`config.mk`:
```
export PLATFORM = sky130hd
export DESIGN_NAME = isa16_slave_resp
export DESIGN_NICKNAME = d
export VERILOG_FILES = /design/src/rtl/isa16_pkg.sv /design/src/rtl/isa16_win_dec.sv /design/src/rtl/isa16_wait_ctr.sv /design/src/rtl/isa16_slave_resp.sv
export SDC_FILE = /design/constraint.sdc
export NUM_CORES = 1
export LEC_CHECK = 0
export ABC_AREA = 1
export BUFFER_PORTS_ARGS = -buffer_cell sky130_fd_sc_hd__buf_4
export CORE_MARGIN = 2
export CORE_UTILIZATION = 39
export DETAILED_ROUTE_END_ITERATION = 16
export PLACE_DENSITY = 0.82
export SYNTH_ARGS = -nofsm -noshare
export SYNTH_HDL_FRONTEND = slang
export SYNTH_HIERARCHICAL = 1
export SYNTH_SLANG_ARGS = --single-unit
```
`constraint.sdc`:
```
create_clock -name clk_i -period 1.4 [get_ports clk_i]
set_input_delay 0.14 -clock clk_i [delete_from_list [all_inputs] [get_ports clk_i]]
set_output_delay 0.14 -clock clk_i [all_outputs]
set_load 0.05 [all_outputs]
```
`src/rtl/isa16_pkg.sv`:
```
package isa16_pkg;
  localparam int unsigned MEM_AW = 7;   // address bits 23..17
  localparam int unsigned IO_AW  = 15;  // address bits 15..1
  localparam int unsigned WAIT_W = 4;

  typedef logic [WAIT_W-1:0] wait_t;
endpackage

```
`src/rtl/isa16_win_dec.sv`:
```
module isa16_win_dec #(
  parameter int unsigned N_WIN = 2,
  parameter int unsigned AW    = 7,
  parameter int unsigned WW    = 4
) (
  input  logic [AW-1:0]       addr_i,
  input  logic [N_WIN*AW-1:0] base_i,
  input  logic [N_WIN*AW-1:0] mask_i,
  input  logic [N_WIN*WW-1:0] wait_i,
  output logic                hit_o,
  output logic [WW-1:0]       wait_o
);
  logic [N_WIN-1:0] match;

  for (genvar g = 0; g < N_WIN; g++) begin : g_win
    logic [AW-1:0] b, m;
    assign b = base_i[g*AW +: AW];
    assign m = mask_i[g*AW +: AW];
    assign match[g] = ((addr_i & m) == (b & m));
  end

  assign hit_o = |match;

  // walk high to low so the lowest index wins
  always_comb begin
    wait_o = '0;
    for (int i = N_WIN - 1; i >= 0; i--) begin
      if (match[i]) wait_o = wait_i[i*WW +: WW];
    end
  end
endmodule

```
`src/rtl/isa16_wait_ctr.sv`:
```
module isa16_wait_ctr #(
  parameter int unsigned WW = 4
) (
  input  logic          clk_i,
  input  logic          rst_ni,
  input  logic          cmd_i,
  input  logic          hit_i,
  input  logic [WW-1:0] wait_i,
  output logic          hold_o
);
  logic          cmd_q;
  logic [WW-1:0] cnt_q;
  logic          start;

  assign start  = cmd_i & ~cmd_q & hit_i;
  assign hold_o = cmd_i & (cnt_q != '0);

  always_ff @(posedge clk_i or negedge rst_ni) begin
    if (!rst_ni) begin
      cmd_q <= 1'b0;
      cnt_q <= '0;
    end else begin
      cmd_q <= cmd_i;
      if (!cmd_i)            cnt_q <= '0;
      else if (start)        cnt_q <= wait_i;
      else if (cnt_q != '0)  cnt_q <= cnt_q - 1'b1;
    end
  end

  assert_load_R4: assert property (@(posedge clk_i) disable iff (!rst_ni)
    start |=> cnt_q == $past(wait_i));

  assert_countdown_R5: assert property (@(posedge clk_i) disable iff (!rst_ni)
    (cmd_i && cmd_q && cnt_q != '0) |=> cnt_q == $past(cnt_q) - 1'b1);

  assert_release_R5: assert property (@(posedge clk_i) disable iff (!rst_ni)
    (cmd_i && cmd_q && cnt_q == 1) |=> !hold_o);

  assert_abort_R6: assert property (@(posedge clk_i) disable iff (!rst_ni)
    !cmd_i |=> cnt_q == '0);

  assert_no_miss_R7: assert property (@(posedge clk_i) disable iff (!rst_ni)
    (cmd_i && !cmd_q && !hit_i) |=> cnt_q == '0);
endmodule

```
`src/rtl/isa16_slave_resp.sv`:
```
module isa16_slave_resp
  import isa16_pkg::*;
#(
  parameter int unsigned N_MEM_WIN = 2,
  parameter int unsigned N_IO_WIN  = 2
) (
  input  logic                        clk_i,
  input  logic                        rst_ni,
  input  logic [MEM_AW-1:0]           la_i,
  input  logic [15:0]                 sa_i,
  input  logic                        memr_ni,
  input  logic                        memw_ni,
  input  logic                        ior_ni,
  input  logic                        iow_ni,
  input  logic [N_MEM_WIN*MEM_AW-1:0] mem_base_i,
  input  logic [N_MEM_WIN*MEM_AW-1:0] mem_mask_i,
  input  logic [N_MEM_WIN*WAIT_W-1:0] mem_wait_i,
  input  logic [N_IO_WIN*IO_AW-1:0]   io_base_i,
  input  logic [N_IO_WIN*IO_AW-1:0]   io_mask_i,
  input  logic [N_IO_WIN*WAIT_W-1:0]  io_wait_i,
  output logic                        memcs_oe_o,
  output logic                        memcs_o,
  output logic                        iocs_oe_o,
  output logic                        iocs_o,
  output logic                        rdy_oe_o,
  output logic                        rdy_o
);
  logic  mem_hit, io_hit;
  wait_t mem_wait, io_wait, sel_wait;
  logic  mem_cmd, io_cmd, any_cmd, go_hit;

  isa16_win_dec #(.N_WIN(N_MEM_WIN), .AW(MEM_AW), .WW(WAIT_W)) i_mem_dec (
    .addr_i (la_i),
    .base_i (mem_base_i),
    .mask_i (mem_mask_i),
    .wait_i (mem_wait_i),
    .hit_o  (mem_hit),
    .wait_o (mem_wait)
  );

  isa16_win_dec #(.N_WIN(N_IO_WIN), .AW(IO_AW), .WW(WAIT_W)) i_io_dec (
    .addr_i (sa_i[15:1]),
    .base_i (io_base_i),
    .mask_i (io_mask_i),
    .wait_i (io_wait_i),
    .hit_o  (io_hit),
    .wait_o (io_wait)
  );

  assign mem_cmd = ~memr_ni | ~memw_ni;
  assign io_cmd  = ~ior_ni  | ~iow_ni;
  assign any_cmd = mem_cmd | io_cmd;

  // memory space takes the cycle if both spaces claim it
  always_comb begin
    go_hit   = 1'b0;
    sel_wait = '0;
    if (mem_cmd && mem_hit) begin
      go_hit   = 1'b1;
      sel_wait = mem_wait;
    end else if (io_cmd && io_hit) begin
      go_hit   = 1'b1;
      sel_wait = io_wait;
    end
  end

  isa16_wait_ctr #(.WW(WAIT_W)) i_wait (
    .clk_i  (clk_i),
    .rst_ni (rst_ni),
    .cmd_i  (any_cmd),
    .hit_i  (go_hit),
    .wait_i (sel_wait),
    .hold_o (rdy_oe_o)
  );

  assign memcs_oe_o = mem_hit;
  assign iocs_oe_o  = io_hit;
  assign memcs_o    = 1'b0;
  assign iocs_o     = 1'b0;
  assign rdy_o      = 1'b0;

  assert_rdy_idle_R6: assert property (@(posedge clk_i) disable iff (!rst_ni)
    (memr_ni && memw_ni && ior_ni && iow_ni) |-> !rdy_oe_o);

  assert_rdy_after_reset_R8: assert property (@(posedge clk_i)
    $rose(rst_ni) |-> !rdy_oe_o);
endmodule

```
==> qor.csv <==
stage;metric;value;unit
placed_design;Place WS;-0.424;ns
clock_network;Skew-Pair Late Insertion Delay;0.23;ns
worst_setup_path;crit path max fanout;6;
worst_setup_path;crit end category;flop;
sta;count of final setup violators;4;
cells_and_area;most frequent cells in the layout;buf_4, nand2_1, nand3_1;
cells_and_area;fraction of layout cells with a size suffix above 1;39.7;%
routing;Via-to-Cell Ratio;4.61;
run_status;status;complete, but fails checks;
worst_setup_path;worst r2r path cells;7;
worst_setup_path;WP data required;1.51;ns
grt;gr usage total;22.9;%
synthesis;#FFs+latches synth;5;
synthesis;Mapped Area;1570;µm²
cells_and_area;most common cell after layout, fill and taps aside;buf_4;
clock_network;Sink Count;5;
floorplan;Die W;67.4;µm
worst_setup_path;startpoint class of the critical path;primary input;
worst_setup_path;CP endpoint;i_wait/cnt_q[2];
synthesis;Avg Synthesized Cell Area;4.89;µm²
routing;DRC;0;
worst_setup_path;kind of critical path;in2reg;
placed_design;Placer Congestion;0.875;
routing;drt total wl;5.25;mm
routing;drt first pass iters;4;
worst_hold_path;Worst Hold Class;in2async;
pwr;Overall Power;1.73;mW
grt;vias in the first global route;2206;
clock_network;CTS buffer count;3;
floorplan;Die H;67.4;µm
sta;RSZ-0062 raised after global routing;yes;
cells_and_area;Area growth syn-to-layout;82.4;%
sta;Final Hold Viols;0;
clock_network;Root Buffer;clkbuf_8;
cells_and_area;nets;609;
grt;first-pass GRT wire length;8.27;mm
clock_network;Clock transition at path regs;0.04;ns
run;max_cap viols;0;
synthesis;sequential area share after synthesis;7.99;%
run_status;failing checks;negative setup slack;
floorplan;initial core utilization;39.7;%
grt;largest net degree at the start of global routing;7;
placed_design;port bufs;134;
sta;FMAX;651;MHz
floorplan;die area;4540;µm²
sta;Final Cycle Share;110;%
worst_setup_path;R2R Setup Slk;0.20;ns
routing;DRT iter0 DRCs;116;
routing;WL/cell;10.0;µm
sta;Layout Skew;0.00401;ns
clock_network;htree depth;1;
worst_setup_path;FF-to-FF Start;i_wait/cnt_q[1];
routing;Routed Antenna Nets;0;
cells_and_area;Antenna diodes;0;
synthesis;Synth warnings;6;
floorplan;# IOs;139;
grt;initial antenna violation count;0;
grt;GRT overflow;0;
sta;max-slew violations;0;
worst_setup_path;Setup crit start;sa_i[9];
floorplan;number of core rows;23;
sta;Final WS setup;-0.137;ns
worst_setup_path;reg-to-reg critical path endpoint;i_wait/cnt_q[0];
pwr;PD cells;606;nW/µm²
synthesis;Synth Instances;320;
worst_setup_path;worst path arrival time;1.65;ns
routing;vias;2412;
sta;Tmin final;1.54;ns
floorplan;core area;3940;µm²
clock_network;Clock Path Buffers;2;
placed_design;Final HPWL DP;4.62;mm
pwr;leakage power;1.77;nW
pwr;Peak VDD IR;305;µV
clock_network;CTS tree;done;
synthesis;distinct cell type count after synthesis;23;
-- through the flow --
stage | utilization (%) | area, µm² | TNS, ns | hold WS, ns | cells
after floorplan | - | 1600 | -2.02 | -0.156 | 322
after global routing | 72.4 | 2860 | -0.954 | 0.260 | 523
after global placement | 69.3 | 2730 | -1.35 | -0.0570 | 515
after detailed placement | 69.3 | 2730 | -1.65 | -0.0553 | 515
after CTS | 71.5 | 2820 | -0.529 | 0.246 | 522
final | 72.4 | 2860 | -0.478 | 0.250 | 523
-- flip-flops by register name, summed over array words and instances (netlist names) --
| name | cells |
|---|---|
| i_wait/cnt_q | 4 |
| i_wait/cmd_q | 1 |
-- Yosys cell counts, drive strengths merged --
master,number,area (µm²)
nand2,140,548
nand3,55,308
inv,51,191
nor2,42,198
nand3b,7,52.6
dfrtp,5,125
or2,5,31.3
o21ai,4,20.0
buf,3,22.5
ha,2,25.0
a21boi,1,11.3
a21oi,1,8.76
clkinv,1,5.00
conb,1,3.75
nand4,1,6.26
xor2,1,8.76
-- where the power goes --
part	total, mW	switching, mW	internal (mW)
clock	0.281	0.0846	0.197
sequential	0.248	0.0420	0.206
combinational	1.20	0.612	0.590
total	1.73	0.739	0.993
-- how the worst min path moves through the flow --
stage | start | endpoint | slack [ns] | cells past startpoint
floorplan | rst_ni | i_wait/cmd_q | -0.16 | 0
detailed placement | rst_ni | i_wait/cnt_q[0] | -0.06 | 1
global route | rst_ni | i_wait/cnt_q[2] | 0.26 | 2
CTS | rst_ni | i_wait/cnt_q[0] | 0.25 | 2
finish | rst_ni | i_wait/cmd_q | 0.25 | 2
global placement | rst_ni | i_wait/cnt_q[0] | -0.06 | 1
-- worst max-delay path: stages --
cell and delay (ns):
buf_6 0.10, or2_1 0.21, nand3_1 0.08, nand2_1 0.06, nor2_2 0.09, nand2_2 0.08, o21ai_4 0.13, inv_2 0.04
a21oi_2 0.11, or2_4 0.15, nand2_2 0.06, nor2_4 0.18, nor2_1 0.09, nand2_1 0.06, nand2_1 0.05
-- routing by layer --
metal | share of wire (%) | wire, µm | vias up | global-route usage [%]
met3 | 8.0 | 421 | 10 | 4.33
met1 | 39 | 2040 | 1020 | 24.9
met5 | 0 | 0 | - | 0
met4 | 1.7 | 91 | 0 | 7.40
met2 | 52 | 2710 | 104 | 43.9
li1 | - | - | 1278 | -
-- final cells by class --
type,count,area (µm²)
Multi-Input combinational cell,262,1290
Timing Repair Buffer,150,1140
Fill cell,352,1090
Inverter,52,196
Tap cell,50,62.6
Sequential cell,5,125
Clock buffer,4,45.0
-- what timing repair did --
action | in CTS | in global routing
endpoints found under the setup margin | 5 | 6
setup buffers | 2 | 1
hold buffers | 1 | 0
gates resized for setup | 6 | 10
endpoints found under the hold margin | 5 | 0
pin swaps | 5 | 11
-- cell families after synthesis --
logic type      count (synthesis)  share of synthesized area (%)
fa+ha+maj                       2                           1.60
simple gates                  250                           73.1
compound gates                  6                           2.56
flops                           5                           7.99
buf+inv                        55                           14.0
other cells                     1                          0.240
xor+xnor                        1                          0.560
Power figures use the tool's default switching activity.
